--- src/rtl/psd_pkg.sv ---
package psd_pkg;
  localparam int unsigned PRE_MOD = 32;
  localparam int unsigned SWALLOW_W = 5;
  localparam int unsigned MAIN_W = 10;
endpackage

--- src/rtl/psd_prescaler.sv ---
module psd_prescaler #(
  parameter int unsigned P = 32,
  localparam int unsigned CW = $clog2(P + 1)
) (
  input  logic clk,
  input  logic rst_n,
  input  logic load,
  input  logic mod_hi,
  output logic cyc_end
);
  logic [CW-1:0] cnt_q;
  logic [CW-1:0] last_val;

  // Terminal count: P for modulus P+1, P-1 for modulus P
  assign last_val = mod_hi ? CW'(P) : CW'(P - 1);
  assign cyc_end  = !load && (cnt_q == last_val);

  always_ff @(posedge clk or negedge rst_n) begin
    if (!rst_n)                cnt_q <= '0;
    else if (load || cyc_end)  cnt_q <= '0;
    else                       cnt_q <= cnt_q + 1'b1;
  end

  assert_pc_bound_R3: assert property (@(posedge clk) disable iff (!rst_n)
    cnt_q <= CW'(P));

  assert_pc_parked_R4: assert property (@(posedge clk) disable iff (!rst_n)
    load |=> (cnt_q == '0));
endmodule

--- src/rtl/psd_swallow_ctrl.sv ---
module psd_swallow_ctrl #(
  parameter int unsigned AW = 5,
  parameter int unsigned BW = 10
) (
  input  logic          clk,
  input  logic          rst_n,
  input  logic          load,
  input  logic          cyc_end,
  input  logic [AW-1:0] a_in,
  input  logic [BW-1:0] b_in,
  output logic          mod_hi,
  output logic          period_end
);
  logic [AW-1:0] sw_q;
  logic [BW-1:0] mc_q;

  assign mod_hi     = (sw_q != '0);
  assign period_end = cyc_end && (mc_q == BW'(1));

  always_ff @(posedge clk or negedge rst_n) begin
    if (!rst_n) begin
      sw_q <= '0;
      mc_q <= BW'(1);
    end else if (load || period_end) begin
      sw_q <= a_in;
      mc_q <= b_in;
    end else if (cyc_end) begin
      mc_q <= mc_q - 1'b1;
      if (sw_q != '0) sw_q <= sw_q - 1'b1;
    end
  end

  assert_main_nonzero_R1: assert property (@(posedge clk) disable iff (!rst_n)
    (!load && $past(!load)) |-> (mc_q != '0));

  assert_single_pulse_R2: assert property (@(posedge clk) disable iff (!rst_n)
    period_end |=> !period_end);

  assert_hold_quiet_R4: assert property (@(posedge clk) disable iff (!rst_n)
    load |-> !period_end);

  // modulus 33 can only begin at the start of a new period
  assert_mod_rise_R5: assert property (@(posedge clk) disable iff (!rst_n)
    (!load && $past(!load) && $rose(mod_hi)) |-> $past(period_end));
endmodule

--- src/rtl/pulse_swallow_divider.sv ---
module pulse_swallow_divider #(
  parameter int unsigned P  = psd_pkg::PRE_MOD,
  parameter int unsigned AW = psd_pkg::SWALLOW_W,
  parameter int unsigned BW = psd_pkg::MAIN_W
) (
  input  logic          clk,
  input  logic          rst_n,
  input  logic          hold,
  input  logic [AW-1:0] swallow_cnt,
  input  logic [BW-1:0] main_cnt,
  output logic          div_pulse,
  output logic          mod_sel
);
  logic run_q;
  logic load;
  logic cyc_end;

  // the first edge after reset captures the settings, like a hold
  always_ff @(posedge clk or negedge rst_n) begin
    if (!rst_n) run_q <= 1'b0;
    else        run_q <= 1'b1;
  end

  assign load = hold || !run_q;

  psd_prescaler #(.P(P)) u_pre (
    .clk     (clk),
    .rst_n   (rst_n),
    .load    (load),
    .mod_hi  (mod_sel),
    .cyc_end (cyc_end)
  );

  psd_swallow_ctrl #(.AW(AW), .BW(BW)) u_ctrl (
    .clk        (clk),
    .rst_n      (rst_n),
    .load       (load),
    .cyc_end    (cyc_end),
    .a_in       (swallow_cnt),
    .b_in       (main_cnt),
    .mod_hi     (mod_sel),
    .period_end (div_pulse)
  );

  assert_reset_quiet_R7: assert property (@(posedge clk)
    !rst_n |-> (!div_pulse && !mod_sel));
endmodule

--- config.mk ---
export PLATFORM = sky130hd
export DESIGN_NAME = pulse_swallow_divider
export DESIGN_NICKNAME = d
export VERILOG_FILES = /design/src/rtl/psd_pkg.sv /design/src/rtl/psd_prescaler.sv /design/src/rtl/psd_swallow_ctrl.sv /design/src/rtl/pulse_swallow_divider.sv
export SDC_FILE = /design/constraint.sdc
export NUM_CORES = 1
export LEC_CHECK = 0
export ABC_CLOCK_PERIOD_IN_PS = 2970
export CAP_MARGIN = 30
export CELL_PAD_IN_SITES_DETAIL_PLACEMENT = 0
export CELL_PAD_IN_SITES_GLOBAL_PLACEMENT = 1
export CORE_MARGIN = 2
export CORE_UTILIZATION = 42
export CTS_BUF_LIST = sky130_fd_sc_hd__clkbuf_8
export DETAILED_ROUTE_END_ITERATION = 10
export PLACE_DENSITY = 0.85
export SYNTH_ARGS = -nofsm -noshare
export SYNTH_HDL_FRONTEND = slang
export SYNTH_SLANG_ARGS = --single-unit
--- constraint.sdc ---
create_clock -name clk -period 2.97 [get_ports clk]
set_input_delay 0.594 -clock clk [delete_from_list [all_inputs] [get_ports clk]]
set_output_delay 0.594 -clock clk [all_outputs]
set_load 0.02 [all_outputs]
[Word-level counts from Yosys, hierarchy flattened]
Index checks and enable logic that the tools add are counted.
Word-level totals
  register bits: 22
  input bits: 18
  output and inout port bits: 2
  word-level logic and storage cells: 27
Cells by class
  add/subtract/negate cells: 3
  eq/ne operators: 2
  multiplexer cells: 7
  reductions and logical operators: 11
Operators by type and width (count)
  2-to-1 mux 10 bit: 2
  2-to-1 mux 5 bit: 3
  2-to-1 mux 6 bit: 2
  equality test 10 x 1 -> 1 bit, second input constant: 1
  subtractor 10 x 1 -> 10 bit, second input constant: 1
  adder 6 x 1 -> 6 bit, second input constant: 1
  equality test 6 bit: 1
  nonzero test 5 bit: 1
  subtractor 5 x 1 -> 5 bit, second input constant: 1
  nonzero test 2 bit: 2
  logical OR 1 bit: 3
  logical AND 1 bit: 2
  zero test 1 bit: 2
  AND reduction 2 bit: 1

[Depth between registers and ports, before layout]
  word-level depth: 8
  gate-level depth with buffers: 9

[Hierarchy]
A second synthesis with hierarchy kept.
Second synthesis, totals
  cells, all modules: 127
  area, all modules: 1227.4 um^2
By module, submodules not included
  psd_swallow_ctrl: instances 1, cells an instance 96, area each 893.4 um^2, seq. area each 376.6 um^2
  psd_prescaler: instances 1, cells an instance 28, area each 299.0 um^2, seq. area each 150.1 um^2
  pulse_swallow_divider: instances 1, cells an instance 3, area each 35.0 um^2, seq. area each 25.0 um^2

[Worst setup path after synthesis]
No wires, ideal clock.
  path kind: flip-flop to output port
  start: reg u_ctrl.sw_q[0]
  end: out div_pulse
  data arrival time: 2.014 ns
  setup slack: 0.362 ns
  cell stages (with the launch flop): 8
  buffers on the path: 0
  cell sequence: dfrtp_1 inv_1 ha_1 nor4b_2 inv_2 nor4_4 nor2_2 nor3_1
Between the ends
  longest elaborated chain between the ends: 5
Ends and longest elaborated chain
  start, declared: RTL line psd_swallow_ctrl.sv:14  | logic [AW-1:0] sw_q;
  start signal, assigned: RTL line psd_swallow_ctrl.sv:25  | sw_q <= a_in;
  start signal, assigned: RTL line psd_swallow_ctrl.sv:29  | if (sw_q != '0) sw_q <= sw_q - 1'b1;
  nonzero test 5 bit: RTL line psd_swallow_ctrl.sv:17  | assign mod_hi = (sw_q != '0);
  via mod_sel: RTL line pulse_swallow_divider.sv:12  | output logic mod_sel
  2-to-1 mux 6 bit: RTL line psd_prescaler.sv:15  | assign last_val = mod_hi ? CW'(P) : CW'(P - 1);
  equality test 6 bit: RTL line psd_prescaler.sv:16  | assign cyc_end = !load && (cnt_q == last_val);
  logical AND 1 bit: RTL line psd_prescaler.sv:16
  logical AND 1 bit: RTL line psd_swallow_ctrl.sv:18  | assign period_end = cyc_end && (mc_q == BW'(1));
  end, declared: RTL line pulse_swallow_divider.sv:11  | output logic div_pulse,
The timed path passes the listed nets, and every way through them passes these cells.

[Final worst setup path]
  start: reg u_ctrl.sw_q[0]
  end: out div_pulse
Between the ends
  longest elaborated chain between the ends: 5
Ends and longest elaborated chain (RTL line)
  nonzero test 5 bit: psd_swallow_ctrl.sv:17
  2-to-1 mux 6 bit: psd_prescaler.sv:15
  equality test 6 bit: psd_prescaler.sv:16
  logical AND 1 bit: psd_prescaler.sv:16
  logical AND 1 bit: psd_swallow_ctrl.sv:18
Every way passes these cells.

==> results.rst <==
.. list-table::
   :header-rows: 1

   * - Metric
     - Value
   * - Post-synthesis instance total
     - 140
   * - Main flop type after synthesis
     - sky130_fd_sc_hd__dfrtp_1
   * - Number of H-tree branching levels
     - 1
   * - Number of detailed-route iterations in the first pass
     - 5
   * - Post CTS Setup Buffer Count
     - 0
   * - Endpoint class of the critical path
     - output port
   * - Warnings, synthesis
     - 0
   * - Leading cell types by total area after synthesis
     - sky130_fd_sc_hd__dfrtp_1 40%, sky130_fd_sc_hd__nor2_1 5.1%, sky130_fd_sc_hd__ha_1 4.7%
   * - Num rows
     - 20
   * - CTS sink count
     - 22
   * - Total DRC errors in the routed layout
     - 0
   * - Longest individual stage delay on the worst path
     - 0.38 ns
   * - Filler cell count
     - 285
   * - Ratio of final minimum period to clock period
     - 94.52%
   * - Seq/Total Area, Yosys
     - 41.53%
   * - Maximum vdd drop
     - 0.0002255 V
   * - Total global routing track utilization
     - 19.43%
   * - Master of the slowest instance on the critical path
     - sky130_fd_sc_hd__dfrtp_1
   * - Vias in the first global route
     - 1113
   * - Wire length of the first global-routing pass
     - 5.271 mm
   * - Proportion of netlist area held by the largest area contributor
     - 39.55%
   * - Beginning of the worst hold path
     - u_pre.cnt_q[0]$_DFF_PN0_
   * - Setup repair after global routing missed its margin
     - no
   * - Fmax achieved
     - 356.2 MHz
   * - Proportion of layout cells with a drive suffix above 1
     - 12.65%
   * - Hpwl dp
     - 2.359 mm
   * - Boundary Pins
     - 20
   * - Post-synthesis instance area
     - 0.001329 mm^2
   * - Post-Layout Cell Count
     - 210
   * - Startpoint of the worst-slack reg-to-reg timing path
     - u_ctrl.sw_q[0]$_DFFE_PN0P_
   * - Total negative setup slack
     - 0 ns
   * - CTS clk-pin slew, worst paths
     - 0.08 ns
   * - Pin count of the biggest net entering global routing
     - 23
   * - Slack of the critical path
     - 0.1628 ns
   * - Leakage power
     - 0.7035 nW
   * - Final global-route overflow total
     - 0
   * - Number of buffers added by the clock tree synthesis step
     - 3
   * - IO Port Bufs
     - 19
   * - Antenna violations before repair
     - 0
   * - Unique masters post-synth
     - 46
   * - Count of final max-slew check failures
     - 0
   * - Post-cts repair resize count
     - 2
   * - Total Die Area
     - 0.003629 mm^2
   * - Setup slack at placement
     - 0.1021 ns
   * - P per Cell Area
     - 397.2 mW/mm^2
   * - Layout Skew
     - 0.001347 ns
   * - Layout area overhead
     - 26.08%
   * - Type of the tightest min-delay check
     - reg -> reg
   * - Vert. Die Dim
     - 60.25 um
   * - Number of nets in the finished design
     - 190
   * - Die Span X
     - 60.25 um
   * - Post-synthesis net count
     - 163
   * - Bufs on Longest Clock Path
     - 2
   * - Hold bufs inserted after CTS
     - 0
   * - Number of synthesized flops with an enable pin
     - 0
   * - Post-route cell area
     - 0.001675 mm^2
   * - Clock Root Buffer
     - sky130_fd_sc_hd__clkbuf_8
   * - Critical path origin
     - u_ctrl.sw_q[0]$_DFFE_PN0P_
   * - Placed cell count
     - 206
   * - Count of max-cap constraint violations
     - 0
   * - Avg Synthesized Cell Area
     - 9.491 um^2
   * - CP startpoint kind
     - register
   * - Effective utilization at floorplan
     - 43.88%
   * - Number of flip-flops and latches in the synthesized netlist
     - 22
   * - Tmin final
     - 2.807 ns
   * - Crit-path max FO
     - 5
   * - Via density per instance
     - 5.638
   * - Worst skew pair latency
     - 0.26 ns
   * - Largest area contributor in the netlist
     - sky130_fd_sc_hd__dfrtp_1
   * - Placeable core area
     - 0.003028 mm^2
   * - Total Wirelength
     - 3.160 mm
   * - Number of DRC markers in iteration 0
     - 56
   * - Diode count
     - 0
   * - GPL Wtd Cong
     - 0.8664
   * - Crit path required time
     - 2.38 ns
   * - Critical-path cell list
     - inv_1 -> ha_1 -> nor4b_4 -> inv_2 -> nor4_4 -> nor2_2 -> nor3_1 -> dlygate4sd2_1
   * - Hold Slack
     - 0.4987 ns
   * - Number of routed nets with antenna violations
     - 0
   * - Total via count in the routed design
     - 1184
   * - TritonCTS clock tree
     - done
   * - Number of endpoints failing setup at the final stage
     - 0
   * - Post-Place Cell Area
     - 0.001613 mm^2
   * - Average routed wire per standard cell
     - 15.05 um
   * - Worst Path Class, Setup
     - reg -> out
   * - Arrival time reported for the critical path endpoint
     - 2.21 ns
   * - Ys async rst share
     - 100.0%
   * - Outcome
     - finished, final reports clean
   * - Number of endpoints with negative hold slack in the final report
     - 0
logic make-up after synthesis:
group	after synthesis	share of synthesized area (%)
AOI/OAI and AO/OA	37	21.28
xor gates and xnor gates	4	2.637
adders and majority gates	5	4.708
muxes	3	2.260
DFF	22	41.53
other	1	0.2822
and+or+nand+nor	57	24.01
buffers and inverters	11	3.296
worst max-delay path, delay by kind of cell, from the launching register on:
family                     cells  cell delay [ns]
buffers and inverters          3             0.59
and+or+nand+nor                4             0.80
adders and majority gates      1             0.18
DFF                            1             0.38
cells in the mapped netlist (all sizes together), types with 3 or more instances:
| master | number |
|---|---|
| o2bb2ai | 4 |
| a21oi | 5 |
| ha | 5 |
| nor3 | 6 |
| and3 | 3 |
| dfrtp | 21 |
| nor4 | 4 |
| clkbuf | 3 |
| nand3 | 5 |
| a221o | 5 |
| inv | 6 |
| o21ai | 8 |
| mux2i | 3 |
| nor2 | 19 |
| nand2 | 7 |
through the flow:
| step | total power, mW | util (%) |
|---|---|---|
| floorplan | 0.3972 | - |
| global route | 0.6963 | 55.33 |
| CTS | 0.6684 | 55.33 |
| detailed placement | 0.4499 | 53.26 |
| finish | 0.6654 | 55.33 |
| global placement | 0.4447 | 53.26 |
worst paths after layout:
check	to	slack, ns	cells after the start
worst max-delay path	div_pulse	0.16	8
worst min-delay path	u_pre.cnt_q[0]$_DFF_PN0_	0.50	1
worst max register to register	u_ctrl.mc_q[9]$_DFFE_PN0P_	0.48	8
worst min register to register	u_pre.cnt_q[0]$_DFF_PN0_	0.50	1
max in group asynchronous	u_ctrl.mc_q[0]$_DFFE_PN1P_	2.02	2
min in group asynchronous	u_ctrl.mc_q[1]$_DFFE_PN0P_	0.67	2
per-layer routing:
| layer | part of all wire [%] | track usage, % |
|---|---|---|
| met5 | 0 | 0 |
| met4 | 0.25 | 5.079 |
| met3 | 3.7 | 3.030 |
| met2 | 48 | 31.83 |
| met1 | 48 | 26.61 |
cells in the final DEF (no fill, tap or decap), types with 2 or more instances in the layout:
master	count
sky130_fd_sc_hd__a211oi_1	2
sky130_fd_sc_hd__a21oi_1	5
sky130_fd_sc_hd__a221o_1	5
sky130_fd_sc_hd__a31oi_1	2
sky130_fd_sc_hd__and3_1	3
sky130_fd_sc_hd__buf_4	8
sky130_fd_sc_hd__clkbuf_8	4
sky130_fd_sc_hd__clkdlybuf4s50_1	18
sky130_fd_sc_hd__dfrtp_1	21
sky130_fd_sc_hd__ha_1	5
sky130_fd_sc_hd__inv_1	5
sky130_fd_sc_hd__mux2i_1	3
sky130_fd_sc_hd__nand2_1	7
sky130_fd_sc_hd__nand2b_1	2
sky130_fd_sc_hd__nand3_1	5
sky130_fd_sc_hd__nor2_1	18
sky130_fd_sc_hd__nor3_1	6
sky130_fd_sc_hd__nor3b_1	2
sky130_fd_sc_hd__nor4_1	3
sky130_fd_sc_hd__o21ai_0	6
sky130_fd_sc_hd__o21ai_2	2
sky130_fd_sc_hd__o22a_1	2
sky130_fd_sc_hd__o2bb2ai_1	4
sky130_fd_sc_hd__o311a_1	2
sky130_fd_sc_hd__xnor2_1	2
sky130_fd_sc_hd__xor2_1	2
area by class of cell:
cell class	count	area (um^2)	area share, %
multi-input combinational	107	742.0	44.29
sequential	22	551.8	32.93
tap	44	55.05	3.286
clock buffer	4	55.05	3.286
timing repair buffer	27	249.0	14.86
inverter	6	22.52	1.344
report_power, final:
part	leakage, nW	switching (mW)	total, mW	internal [mW]
Sequential	0.270	0.0210	0.340	0.320
Combinational	0.405	0.0490	0.105	0.0561
Clock	0.0288	0.102	0.220	0.118
registers in the layout, indices dropped and copies added, names as in the netlist:
register / cells
run_q: 1
u_ctrl.sw_q: 5
u_pre.cnt_q: 6
u_ctrl.mc_q: 10
(Power assumes the default switching activity.)
